==> config.mk <==
export PLATFORM = sky130hd
export DESIGN_NAME = gpio_debounce_filter
export DESIGN_NICKNAME = d
export VERILOG_FILES = /design/src/rtl/gdb_pkg.sv /design/src/rtl/gdb_sync.sv /design/src/rtl/gdb_period_decode.sv /design/src/rtl/gdb_stab_counter.sv /design/src/rtl/gpio_debounce_filter.sv
export SDC_FILE = /design/constraint.sdc
export NUM_CORES = 1
export LEC_CHECK = 0
export ABC_CLOCK_PERIOD_IN_PS = 3700
export BUFFER_PORTS_ARGS = -buffer_cell sky130_fd_sc_hd__buf_4
export CORE_MARGIN = 3
export CORE_UTILIZATION = 38
export DETAILED_ROUTE_END_ITERATION = 8
export GPL_ROUTABILITY_DRIVEN = 0
export SYNTH_ARGS = -nofsm -noshare
export SYNTH_HDL_FRONTEND = slang
export SYNTH_SLANG_ARGS = --single-unit
export TNS_END_PERCENT = 1
==> constraint.sdc <==
create_clock -name clk -period 3.7 [get_ports clk]
set_clock_uncertainty 0.2 [all_clocks]
set_input_delay 0.37 -clock clk [delete_from_list [all_inputs] [get_ports clk]]
set_output_delay 0.37 -clock clk [all_outputs]
set_load 0.02 [all_outputs]
==> src/rtl/gdb_pkg.sv <==
package gdb_pkg;
  // Control word layout.
  localparam int CTRL_W  = 9;
  localparam int EN_BIT  = 8;
  localparam int EXP_LSB = 5;
  localparam int EXP_W   = 3;
  // Longest period is 2**(2**EXP_W - 1) ticks; the limit needs one more bit.
  localparam int LIM_W   = 1 << EXP_W;

  typedef struct packed {
    logic             en;
    logic [EXP_W-1:0] expo;
  } dbcfg_t;
endpackage

==> src/rtl/gdb_sync.sv <==
module gdb_sync #(
  parameter int   STAGES    = 2,
  parameter logic RST_LEVEL = 1'b0
) (
  input  logic clk,
  input  logic rst_n,
  input  logic d,
  output logic q
);
  logic [STAGES-1:0] chain;

  genvar g;
  generate
    for (g = 0; g < STAGES; g++) begin : g_stage
      if (g == 0) begin : g_first
        always_ff @(posedge clk) begin
          if (!rst_n) chain[0] <= RST_LEVEL;
          else        chain[0] <= d;
        end
      end else begin : g_next
        always_ff @(posedge clk) begin
          if (!rst_n) chain[g] <= RST_LEVEL;
          else        chain[g] <= chain[g-1];
        end
      end
    end
  endgenerate

  assign q = chain[STAGES-1];
endmodule

==> src/rtl/gdb_period_decode.sv <==
module gdb_period_decode
  import gdb_pkg::*;
(
  input  logic [CTRL_W-1:0] ctrl_word,
  output dbcfg_t            cfg,
  output logic [LIM_W-1:0]  limit
);
  logic [EXP_LSB-1:0] unused_ctrl_bits;

  assign unused_ctrl_bits = ctrl_word[EXP_LSB-1:0];
  assign cfg.en   = ctrl_word[EN_BIT];
  assign cfg.expo = ctrl_word[EXP_LSB +: EXP_W];
  assign limit    = LIM_W'(1) << cfg.expo;
endmodule

==> src/rtl/gdb_stab_counter.sv <==
module gdb_stab_counter #(
  parameter int LIM_W = 8
) (
  input  logic             clk,
  input  logic             rst_n,
  input  logic             clear,
  input  logic             step,
  input  logic [LIM_W-1:0] limit,
  output logic             done,
  output logic [LIM_W-1:0] count
);
  assign done = step && (count == limit - LIM_W'(1));

  always_ff @(posedge clk) begin
    if (!rst_n)             count <= '0;
    else if (clear || done) count <= '0;
    else if (step)          count <= count + LIM_W'(1);
  end

  // outside a restart the count never reaches the period.
  assert_cnt_below_limit_R8: assert property (@(posedge clk) disable iff (!rst_n)
    (!clear) |-> (count < limit));
endmodule

==> src/rtl/gpio_debounce_filter.sv <==
module gpio_debounce_filter
  import gdb_pkg::*;
#(
  parameter int   SYNC_STAGES = 2,
  parameter logic RST_LEVEL   = 1'b0
) (
  input  logic              clk,
  input  logic              rst_n,
  input  logic              ms_tick,
  input  logic [CTRL_W-1:0] ctrl_word,
  input  logic              raw_in,
  output logic              filt_out
);
  logic             raw_s;
  logic             filt_q;
  dbcfg_t           cfg_now;
  dbcfg_t           cfg_q;
  logic [LIM_W-1:0] limit;
  logic [LIM_W-1:0] count;
  logic             cfg_chg;
  logic             differ;
  logic             clear;
  logic             step;
  logic             done;

  gdb_sync #(.STAGES(SYNC_STAGES), .RST_LEVEL(RST_LEVEL)) u_sync (
    .clk(clk), .rst_n(rst_n), .d(raw_in), .q(raw_s)
  );

  gdb_period_decode u_dec (
    .ctrl_word(ctrl_word), .cfg(cfg_now), .limit(limit)
  );

  always_ff @(posedge clk) begin
    if (!rst_n) cfg_q <= '0;
    else        cfg_q <= cfg_now;
  end

  assign cfg_chg = (cfg_now != cfg_q);
  assign differ  = (raw_s != filt_q);
  assign clear   = cfg_chg || !cfg_now.en || !differ;
  assign step    = ms_tick && !clear;

  gdb_stab_counter #(.LIM_W(LIM_W)) u_cnt (
    .clk(clk), .rst_n(rst_n), .clear(clear), .step(step),
    .limit(limit), .done(done), .count(count)
  );

  always_ff @(posedge clk) begin
    if (!rst_n)          filt_q <= RST_LEVEL;
    else if (!cfg_now.en) filt_q <= raw_s;
    else if (done)        filt_q <= raw_s;
  end

  assign filt_out = filt_q;

  // in bypass the output copies the synchronised input one edge later.
  assert_bypass_follow_R2: assert property (@(posedge clk) disable iff (!rst_n)
    (!cfg_now.en) |=> (filt_out == $past(raw_s)));

  // with filtering on, a cycle without a tick leaves the output alone.
  assert_no_tick_hold_R5: assert property (@(posedge clk) disable iff (!rst_n)
    (cfg_now.en && !ms_tick) |=> $stable(filt_out));

  // input equal to the output forces the count back to zero.
  assert_bounce_restart_R4: assert property (@(posedge clk) disable iff (!rst_n)
    (cfg_now.en && (raw_s == filt_q)) |=> (count == '0));

  // reprogramming discards the partial count.
  assert_cfg_restart_R6: assert property (@(posedge clk) disable iff (!rst_n)
    cfg_chg |=> (count == '0));

  // a filtered change needs a tick in the cycle before it.
  assert_change_on_tick_R3: assert property (@(posedge clk) disable iff (!rst_n)
    (cfg_now.en && ms_tick && !done) |=> $stable(filt_out));
endmodule

==> results of run 1 <==
placed cells by master (no fill, tap or decap), drive strengths merged, types with 2 or more instances in the layout:
cell and n:
or3 2, nor3 11, inv 5, mux2i 3, buf 9, nand2 5
and2 7, nor4 5, nand4 2, xnor2 11, nor2 2, clkbuf 4
dfxtp 15, o22ai 2, nand3 5
worst paths after layout:
kind / endpoint / cells past startpoint / slack, ps
max: u_cnt.count[2]$_SDFFE_PP0P_ / 7 / 1650
min: u_sync.chain[0]$_SDFF_PN0_ / 2 / 100
max reg2reg: u_cnt.count[2]$_SDFFE_PP0P_ / 5 / 1810
min reg2reg: u_sync.q$_SDFF_PN0_ / 1 / 240
per-layer routing:
layer	wire length [µm]	vias to the layer above	part of all wire (%)	global-route usage (%)
met2	735	18	46	21.7
met1	759	316	48	16.0
met3	73	3	4.6	2.56
li1	-	354	-	-
met5	0	-	0	0
met4	21	0	1.3	5.11
cell type report:
| cell class | instances | area [µm²] |
|---|---|---|
| flip-flops and latches | 15 | 300 |
| multi-input cells | 70 | 473 |
| fillers | 195 | 1100 |
| inverters | 5 | 18.8 |
| well taps | 27 | 33.8 |
| clock buffers | 4 | 26.3 |
| repair buffers | 9 | 67.6 |
per-stage QoR:
stage | setup slack [ps] | instances | power, µW | utilization [%]
2_1_floorplan | 1520 | 94 | 191 | -
3_3_place_gp | 1410 | 126 | 198 | 44.2
3_5_place_dp | 1390 | 126 | 199 | 44.2
4_1_cts | 1670 | 130 | 291 | 45.5
5_1_grt | 1600 | 130 | 300 | 45.5
6_report | 1650 | 130 | 287 | 45.5
power groups by stage:
stage,clock network (µW),logic (µW),registers (µW)
finish,91.8,28.8,166
CTS,95.5,29.0,166
global route,101,32.3,167
floorplan,0,20.6,170
detailed placement,0,28.8,170
global placement,0,28.0,170
cell families after synthesis:
| family | synth area share (%) |
|---|---|
| AOI/OAI and AO/OA | 7.52 |
| xor gates and xnor gates | 12.6 |
| muxes | 3.61 |
| DFF | 36.1 |
| buffers and inverters | 7.07 |
| adders and majority gates | 1.50 |
| and+or+nand+nor | 31.6 |
state kept, by name (all words and copies together), names as in the netlist:
| name | count |
|---|---|
| u_cnt.count | 8 |
| u_sync.q | 1 |
| cfg_q | 4 |
| filt_out | 1 |
| u_sync.chain | 1 |
==> metrics, run 1 <==
setup TNS after final layout=0 ps; share of Yosys cell area claimed by the top area cell type=36.1%; n_diodes=0; overflow left after global routing=0; arrival time of the worst setup path=2010 ps; post-synthesis net count=108; WL final=1590 µm; Skew-Pair Late Insertion Delay=280 ps; clock tree from TritonCTS=yes; 1st-pass router iterations=4; hold path startpoint=raw_in; Min Clock Period, post-route=2050 ps; fmax=0.487 GHz; layout overhead on the synthesized area=10.5%; largest voltage drop on the vdd net=189 µV; portion of total power attributed to combinational logic=10.0%; starting density of the core=41.2%; post-cts sizing count=0; DRC violation count after routing=0; clock tree root buffer cell=sky130_fd_sc_hd__clkbuf_4; via count of the first global-routing pass=624; max-cap violation count=0; status=finished, final reports clean; CP delay by family, top=simple AND/OR/NAND/NOR gates; switching part of the total power=22.9%; I/O pin total=14; portion of total power attributed to sequential cells=58.0%; power density normalized to cell area=312 mW/mm²; Placed Instance Area=893 µm²; final design instance area without fill=920 µm²; cell with the most instances after synthesis=sky130_fd_sc_hd__dfxtp_1; share of the clock period used by the worst path after layout=55.4%; Hold Buf Count CTS=0; Post-Syn Area per Cell=8.85 µm²; width of the chip=52.8 µm; Slew headroom=71.8%; Antenna Violating Nets Remaining=0; P_leak=0.000318 µW; critical path data required time=3660 ps; Most common cell on crit path=sky130_fd_sc_hd__buf_4; antenna violations before repair=0; maximum number of buffers from clock root to sink=2; depth of the CTS H-tree=1; worst-path fanout max=8; DR iter-0 viols=12; Clock transition at path regs=90 ps; synth top area cells=sky130_fd_sc_hd__dfxtp_1 36%, sky130_fd_sc_hd__xnor2_1 12%, sky130_fd_sc_hd__nor3_1 6.6%; average wire length per cell after detail routing=12.2 µm; Placement Rows=16; cell chain of the critical path=buf_4 -> or3_4 -> or3_1 -> a31o_1 -> nor4bb_1 -> buf_4 -> nor3_1; synth warn=0; proportion of synthesized chip area in sequential cells=36.1%; number of failing setup endpoints in the final timing report=0; CTS sink cnt=15; start point of the critical path=ctrl_word[5]; count of mapped cells out of synthesis=94; DR vias=691; worst min path class=input pin to flop; post-CTS setup buffers=0; Final Max Slew Viols=0; pin count of the biggest net entering global routing=13; number of buffers inserted by port buffering=8; number of buffer and inverter stages on the critical path=2; total CTS buffers=3; Async SR Flop Fraction=0%; cell-internal power=221 µW; transition time at the pin with the least slew margin=422 ps; switching power summed over all nets=65.7 µW; number of enable-type register cells in the synthesized netlist=0; area of the core region=0.00202 mm²; cell taking the most area after synthesis=sky130_fd_sc_hd__dfxtp_1; Synth cell types=33; CP endpoint kind=flop; cell types with the highest counts after synthesis=15 x sky130_fd_sc_hd__dfxtp_1, 11 x sky130_fd_sc_hd__nor3_1, 11 x sky130_fd_sc_hd__xnor2_1; critical path class=input pin to flop; critical path launch point type=input pin; y dimension of the die=52.8 µm; Worst Hold Slack=96.3 ps; total die area=0.00279 mm²; vias per cell=5.32; number of register bits inferred by synthesis=15; HPWL after DPL=1160 µm; worst-path cell with the longest stage delay=sky130_fd_sc_hd__or3_4; fraction of power consumed by the clock network=32.0%; layout cell share with drive strength beyond 1=15.5%; setup repair after global routing missed its margin=no; wire length of the first global-routing pass=2700 µm; net total in the final layout=118; leading register cell type out of synthesis=sky130_fd_sc_hd__dfxtp_1; Post-Synthesis Cell Area=832 µm²; longest individual stage delay on the worst path=380 ps; launch point of the worst reg-to-reg path=u_cnt.count[0]$_SDFFE_PP0P_; endpoints failing hold=0; total routing usage reported by global routing=12.9%
Power figures use the tool's default switching activity.
==> run 2: changes to the inputs <==
- ABC_AREA: unset -> 1
- ABC_CLOCK_PERIOD_IN_PS: 3700 -> 1800
- clock period: 3.7 -> 1.8 ns (I/O delays scaled with it)
==> metrics, run 2 <==
Slew headroom=84.7% (+13 points); power density normalized to cell area=548 mW/mm² (+76%); launch point of the worst reg-to-reg path=u_cnt.count[5]$_SDFFE_PP0P_; arrival time of the worst setup path=1720 ps (-290 ps); total routing usage reported by global routing=13.6% (+0.72 points); Largest regs=u_cnt.count: 8 flops, cfg_q: 4 flops; number of buffers inserted by port buffering=8 (unchanged); Placement Rows=17 (+1); antenna violations before repair=0 (unchanged); setup TNS after final layout=0 ps (unchanged); width of the chip=56.9 µm (+7.8%); Synth cell types=23 (-30%); hold-critical path depth=4 (+2); Largest register FFs=8 (unchanged); vias per cell=4.71 (-11%); clock tree root buffer cell=sky130_fd_sc_hd__clkbuf_4; critical path launch point type=input pin; total die area=0.00324 mm² (+16%); critical path class=input pin to flop; post-synthesis net count=166 (+54%); Clock transition at path regs=90 ps (about the same); via count of the first global-routing pass=855 (+37%); Min Clock Period, post-route=1740 ps; synth warn=0 (unchanged); share of Yosys cell area claimed by the top area cell type=30.5% (-5.6 points); number of register bits inferred by synthesis=15 (unchanged); wire length of the first global-routing pass=3550 µm (+32%); worst min path class=input pin to flop; maximum number of buffers from clock root to sink=2 (unchanged); I/O pin total=14 (unchanged); fmax=0.575 GHz; Antenna Violating Nets Remaining=0 (unchanged); depth of the CTS H-tree=1 (unchanged); 1st-pass router iterations=4 (unchanged); number of enable-type register cells in the synthesized netlist=0 (unchanged); worst r2r path cells=9 (+4); reg-to-reg endpoint=filt_out$_SDFFE_PN0P_; largest voltage drop on the vdd net=405 µV (+110%); status=finished, final reports clean; area of the core region=0.00234 mm² (+16%); Final Max Slew Viols=0 (unchanged); Skew-Pair Late Insertion Delay=280 ps (about the same); DRC violation count after routing=0 (unchanged); layout cell share with drive strength beyond 1=16.1% (+0.54 points); setup repair after global routing missed its margin=yes; end point of the worst hold path=u_cnt.count[6]$_SDFFE_PP0P_; hold path startpoint=ms_tick; n_diodes=0 (unchanged); net total in the final layout=183 (+55%); DR vias=924 (+34%); synth top area cells=sky130_fd_sc_hd__dfxtp_1 30%, sky130_fd_sc_hd__nand2_1 18%, sky130_fd_sc_hd__inv_1 8.8%; endpoints failing hold=0 (unchanged); DR iter-0 viols=22 (+10); worst-path fanout max=7 (-1); Post-Syn Area per Cell=6.48 µm² (-27%); overflow left after global routing=0 (unchanged); post-CTS setup buffers=0 (unchanged); top register by number of flip-flops=u_cnt.count; starting density of the core=42.1% (+0.93 points); leading cell type in the layout, fill and taps excluded=sky130_fd_sc_hd__nand2_1; layout overhead on the synthesized area=18.0%; leading register cell type out of synthesis=sky130_fd_sc_hd__dfxtp_1; total CTS buffers=3 (unchanged); Post-Synthesis Cell Area=985 µm² (+18%); count of mapped cells out of synthesis=152 (+62%); Setup WS post-layout=61.8 ps (-1590 ps); average wire length per cell after detail routing=10.3 µm (-16%); share of the clock period used by the worst path after layout=96.6%; critical path data required time=1780 ps (-1880 ps); P_leak=0.000549 µW (+72%); cell with the most instances after synthesis=sky130_fd_sc_hd__nand2_1; CTS sink cnt=15 (unchanged); transition time at the pin with the least slew margin=229 ps (-193 ps); HPWL after DPL=1490 µm (+29%); clock tree from TritonCTS=yes; max-cap violation count=0 (unchanged); filler cell count in the final layout=246 (+26%); final core utilization=49.7% (+4.2 points); setup slack at placement=212 ps (-1180 ps); y dimension of the die=56.9 µm (+7.8%); number of failing setup endpoints in the final timing report=0 (unchanged); pin count of the biggest net entering global routing=12 (-1); CP endpoint kind=flop; WL final=2010 µm (+26%); cell types with the highest counts after synthesis=48 x sky130_fd_sc_hd__nand2_1, 23 x sky130_fd_sc_hd__inv_1, 15 x sky130_fd_sc_hd__dfxtp_1; Async SR Flop Fraction=0% (unchanged); FF-to-FF setup slack=240 ps (-1570 ps); cell taking the most area after synthesis=sky130_fd_sc_hd__dfxtp_1; proportion of synthesized chip area in sequential cells=30.5% (-5.6 points); most frequent cells in the layout=48 x sky130_fd_sc_hd__nand2_1, 23 x sky130_fd_sc_hd__inv_1, 15 x sky130_fd_sc_hd__dfxtp_1
run 2: cell count changes after synthesis, moves of 6 or more:
| cell | before | now |
|---|---|---|
| sky130_fd_sc_hd__a21oi_1 | 1 | 11 |
| sky130_fd_sc_hd__nand2_2 | 0 | 6 |
| sky130_fd_sc_hd__nand2_1 | 5 | 48 |
| sky130_fd_sc_hd__nor2_1 | 2 | 11 |
| sky130_fd_sc_hd__inv_1 | 5 | 23 |
| sky130_fd_sc_hd__xnor2_1 | 11 | 1 |
| sky130_fd_sc_hd__nand3_1 | 5 | 11 |
| sky130_fd_sc_hd__nor3_1 | 11 | 2 |
run 2: worst max path at each step:
stage,start,endpoint,slack [ps]
3_3_place_gp,ctrl_word[6],u_cnt.count[7]$_SDFFE_PP0P_,230
2_1_floorplan,filt_out$_SDFFE_PN0P_,filt_out$_SDFFE_PN0P_,280
3_5_place_dp,ctrl_word[6],u_cnt.count[7]$_SDFFE_PP0P_,210
4_1_cts,ctrl_word[5],u_cnt.count[7]$_SDFFE_PP0P_,60
6_report,ctrl_word[5],filt_out$_SDFFE_PN0P_,60
5_1_grt,ctrl_word[5],filt_out$_SDFFE_PN0P_,-20
run 2: logic make-up after synthesis:
family	count (synthesis)	share of synthesized area (%)
AO/OA/AOI/OAI	14	7.50
XOR/XNOR	5	4.45
adder cells (fa/ha/maj)	1	1.27
buffers and inverters	28	12.6
flip-flops	15	30.5
AND/OR/NAND/NOR	89	43.7
run 2: per-layer routing:
layer	track usage, %	wire [µm]
met5	0	0
met4	4.97	17
met1	19.6	1110
met2	19.9	820
met3	2.76	59
run 2: repair_timing:
item | CTS | global route
hold buffers | 8 | 0
gates resized for setup | 0 | 3
setup endpoints to repair | 0 | 7
hold endpoints to repair | 7 | 0
run 2: cell type report:
class | instances | area (µm²) | share of cell area (%)
flip-flops and latches | 15 | 300 | 25.8
well taps | 28 | 35.0 | 3.01
clock buffers | 4 | 26.3 | 2.26
multi-input cells | 109 | 571 | 49.1
inverters | 24 | 90.1 | 7.75
repair buffers | 16 | 140 | 12.1
run 2: stage by stage:
step	instances	area (µm²)	hold WS, ps	power, µW
2_1_floorplan	152	985	73.5	419
3_3_place_gp	184	1050	163	436
3_5_place_dp	184	1050	170	439
4_1_cts	196	1150	77.7	645
5_1_grt	196	1160	55.3	677
6_report	196	1160	45.6	637
run 2: critical path, cell delays in order:
cell and delay (ps):
sky130_fd_sc_hd__dlygate4sd3_1 530, sky130_fd_sc_hd__buf_4 160, sky130_fd_sc_hd__inv_2 60, sky130_fd_sc_hd__nand2_1 50, sky130_fd_sc_hd__nand3_1 90, sky130_fd_sc_hd__nand3b_4 200
sky130_fd_sc_hd__nor2_8 140, sky130_fd_sc_hd__nand2_2 110, sky130_fd_sc_hd__a21oi_1 140, sky130_fd_sc_hd__nor2_1 60
run 2: where the power goes:
part | leakage [µW] | total (µW) | switching, µW | internal, µW
registers | 0.000123 | 345 | 4.89 | 340
logic | 0.000411 | 101 | 54.0 | 46.6
clock network | 0.0000150 | 192 | 106 | 85.9
==> run 3: changes to the inputs <==
- CORE_MARGIN: 3 -> 1.5
==> metrics, run 3 (same netlist as run 2, synthesis figures left out) <==
depth of the CTS H-tree=1 (unchanged); FF-to-FF setup slack=270 ps (+30 ps); P_leak=0.000551 µW (+0.35%); total CTS buffers=3 (unchanged); arrival time of the worst setup path=1680 ps (-40 ps); number of buffers inserted by port buffering=8 (unchanged); setup slack at placement=223 ps (+10.7 ps); CTS sink cnt=15 (unchanged); antenna violations before repair=0 (unchanged); largest voltage drop on the vdd net=363 µV (-10%); placed instance count=186 (+1.1%); Clock transition at path regs=100 ps (about the same); Final Max Slew Viols=0 (unchanged); wire length of the first global-routing pass=3500 µm (-1.5%); overflow left after global routing=0 (unchanged); most frequent cells in the layout=48 x sky130_fd_sc_hd__nand2_1, 23 x sky130_fd_sc_hd__inv_1, 15 x sky130_fd_sc_hd__dfxtp_1, 11 x sky130_fd_sc_hd__nand3_1; Total Power Consumption=645 µW (+1.3%); Skew-Pair Late Insertion Delay=290 ps (about the same); total die area=0.00291 mm² (-10%); DR iter-0 viols=15 (-32%); starting density of the core=40.1% (-2.0 points); worst min path class=input pin to flop; CP delay by family, top=simple AND/OR/NAND/NOR gates; Largest regs=u_cnt.count: 8 flops, cfg_q: 4 flops; DRC violation count after routing=0 (unchanged); transition time at the pin with the least slew margin=241 ps (+11.9 ps); max-cap violation count=0 (unchanged); 1st-pass router iterations=4 (unchanged); critical path class=input pin to flop; layout cell share with drive strength beyond 1=17.3% (+1.2 points); total routing usage reported by global routing=17.0% (+3.3 points); power density normalized to cell area=548 mW/mm² (about the same); n_diodes=0 (unchanged); Min Clock Period, post-route=1690 ps (-48.2 ps); pin count of the biggest net entering global routing=12 (unchanged); clock tree root buffer cell=sky130_fd_sc_hd__clkbuf_4; CP endpoint kind=flop; status=finished, final reports clean; I/O pin total=14 (unchanged); width of the chip=53.9 µm (-5.3%); endpoints failing hold=0 (unchanged); setup TNS after final layout=0 ps (unchanged); Antenna Violating Nets Remaining=0 (unchanged); average wire length per cell after detail routing=10.2 µm (-0.62%); critical path data required time=1790 ps (about the same); share of the clock period used by the worst path after layout=93.9% (-2.7 points); number of failing setup endpoints in the final timing report=0 (unchanged); number of buffer and inverter stages on the critical path=3 (unchanged); vias per cell=4.76 (+0.92%); Worst Hold Slack=42.2 ps (-3.44 ps); cell chain of the critical path=dlygate4sd3_1 -> buf_4 -> inv_2 -> nand2_1 -> nand3_1 -> nand3b_4 -> nor2_8 -> nand2_2 -> nand2_4 -> nor2_1; post-CTS setup buffers=0 (unchanged); maximum number of buffers from clock root to sink=2 (unchanged); worst-path fanout max=7 (unchanged); Placement Rows=18 (+1); Setup WS post-layout=110 ps (+48.2 ps); WL final=2020 µm (+0.40%); Largest register FFs=8 (unchanged); DR vias=942 (+1.9%); y dimension of the die=53.9 µm (-5.3%); net total in the final layout=183 (unchanged); via count of the first global-routing pass=801 (-6.3%); non-filler instance count after layout=198 (+1.0%); layout overhead on the synthesized area=19.4%; critical path launch point type=input pin; Slew headroom=83.9% (-0.79 points); fmax=0.592 GHz (+2.9%); area of the core region=0.00245 mm² (+4.9%); clock tree from TritonCTS=yes; top register by number of flip-flops=u_cnt.count; leading cell type in the layout, fill and taps excluded=sky130_fd_sc_hd__nand2_1; worst-path cell with the longest stage delay=sky130_fd_sc_hd__dlygate4sd3_1; HPWL after DPL=1460 µm (-2.3%); longest individual stage delay on the worst path=520 ps (about the same)
[run 3: worst paths after layout]
path                                    start                           to  cells past startpoint
setup reg to reg  u_cnt.count[0]$_SDFFE_PP0P_  u_cnt.count[7]$_SDFFE_PP0P_                      9
hold / removal                        ms_tick  u_cnt.count[0]$_SDFFE_PP0P_                      4
hold reg to reg    u_sync.chain[0]$_SDFF_PN0_          u_sync.q$_SDFF_PN0_                      2
setup / recovery                 ctrl_word[5]  u_cnt.count[7]$_SDFFE_PP0P_                     10
[run 3: through the flow]
stage	cell area, µm²	util, %
final	1180	47.9
after global routing	1180	47.9
after CTS	1150	47.0
after detailed placement	1050	42.7
after global placement	1050	42.7
after floorplan	985	-
[run 3: cell type report]
cell class              count  area [µm²]
multi-input cells         109         582
flip-flops and latches     15         300
well taps                  30        37.5
repair buffers             16         140
clock buffers               4        26.3
fillers                   252        1280
inverters                  24        90.1
[run 3: worst min-delay path, delay by kind of cell]
family          cells  cell delay [ps]
simple gates        2              140
buf+inv             1              110
compound gates      1               50
[run 3: routing by layer]
metal	up-vias	global-route usage [%]	part of all wire (%)
met4	0	8.97	2.3
met5	-	0	0
met2	15	25.6	44
met3	4	2.78	3.0
li1	497	-	-
met1	426	23.1	50
[run 3: where the power goes]
| group | total [µW] | leakage, µW | switching [µW] | internal [µW] |
|---|---|---|---|---|
| Sequential | 345 | 0.000123 | 5.08 | 340 |
| Combinational | 101 | 0.000413 | 53.9 | 47.2 |
| Clock | 199 | 0.0000150 | 113 | 86.1 |
| Total | 645 | 0.000551 | 172 | 473 |
[run 3: timing repair]
item / 4_1_cts / 5_1_grt
hold buffers: 8 / 0
resized for setup: 0 / 5
hold endpoints to repair: 7 / 0
endpoints found under the setup margin: 0 / 5
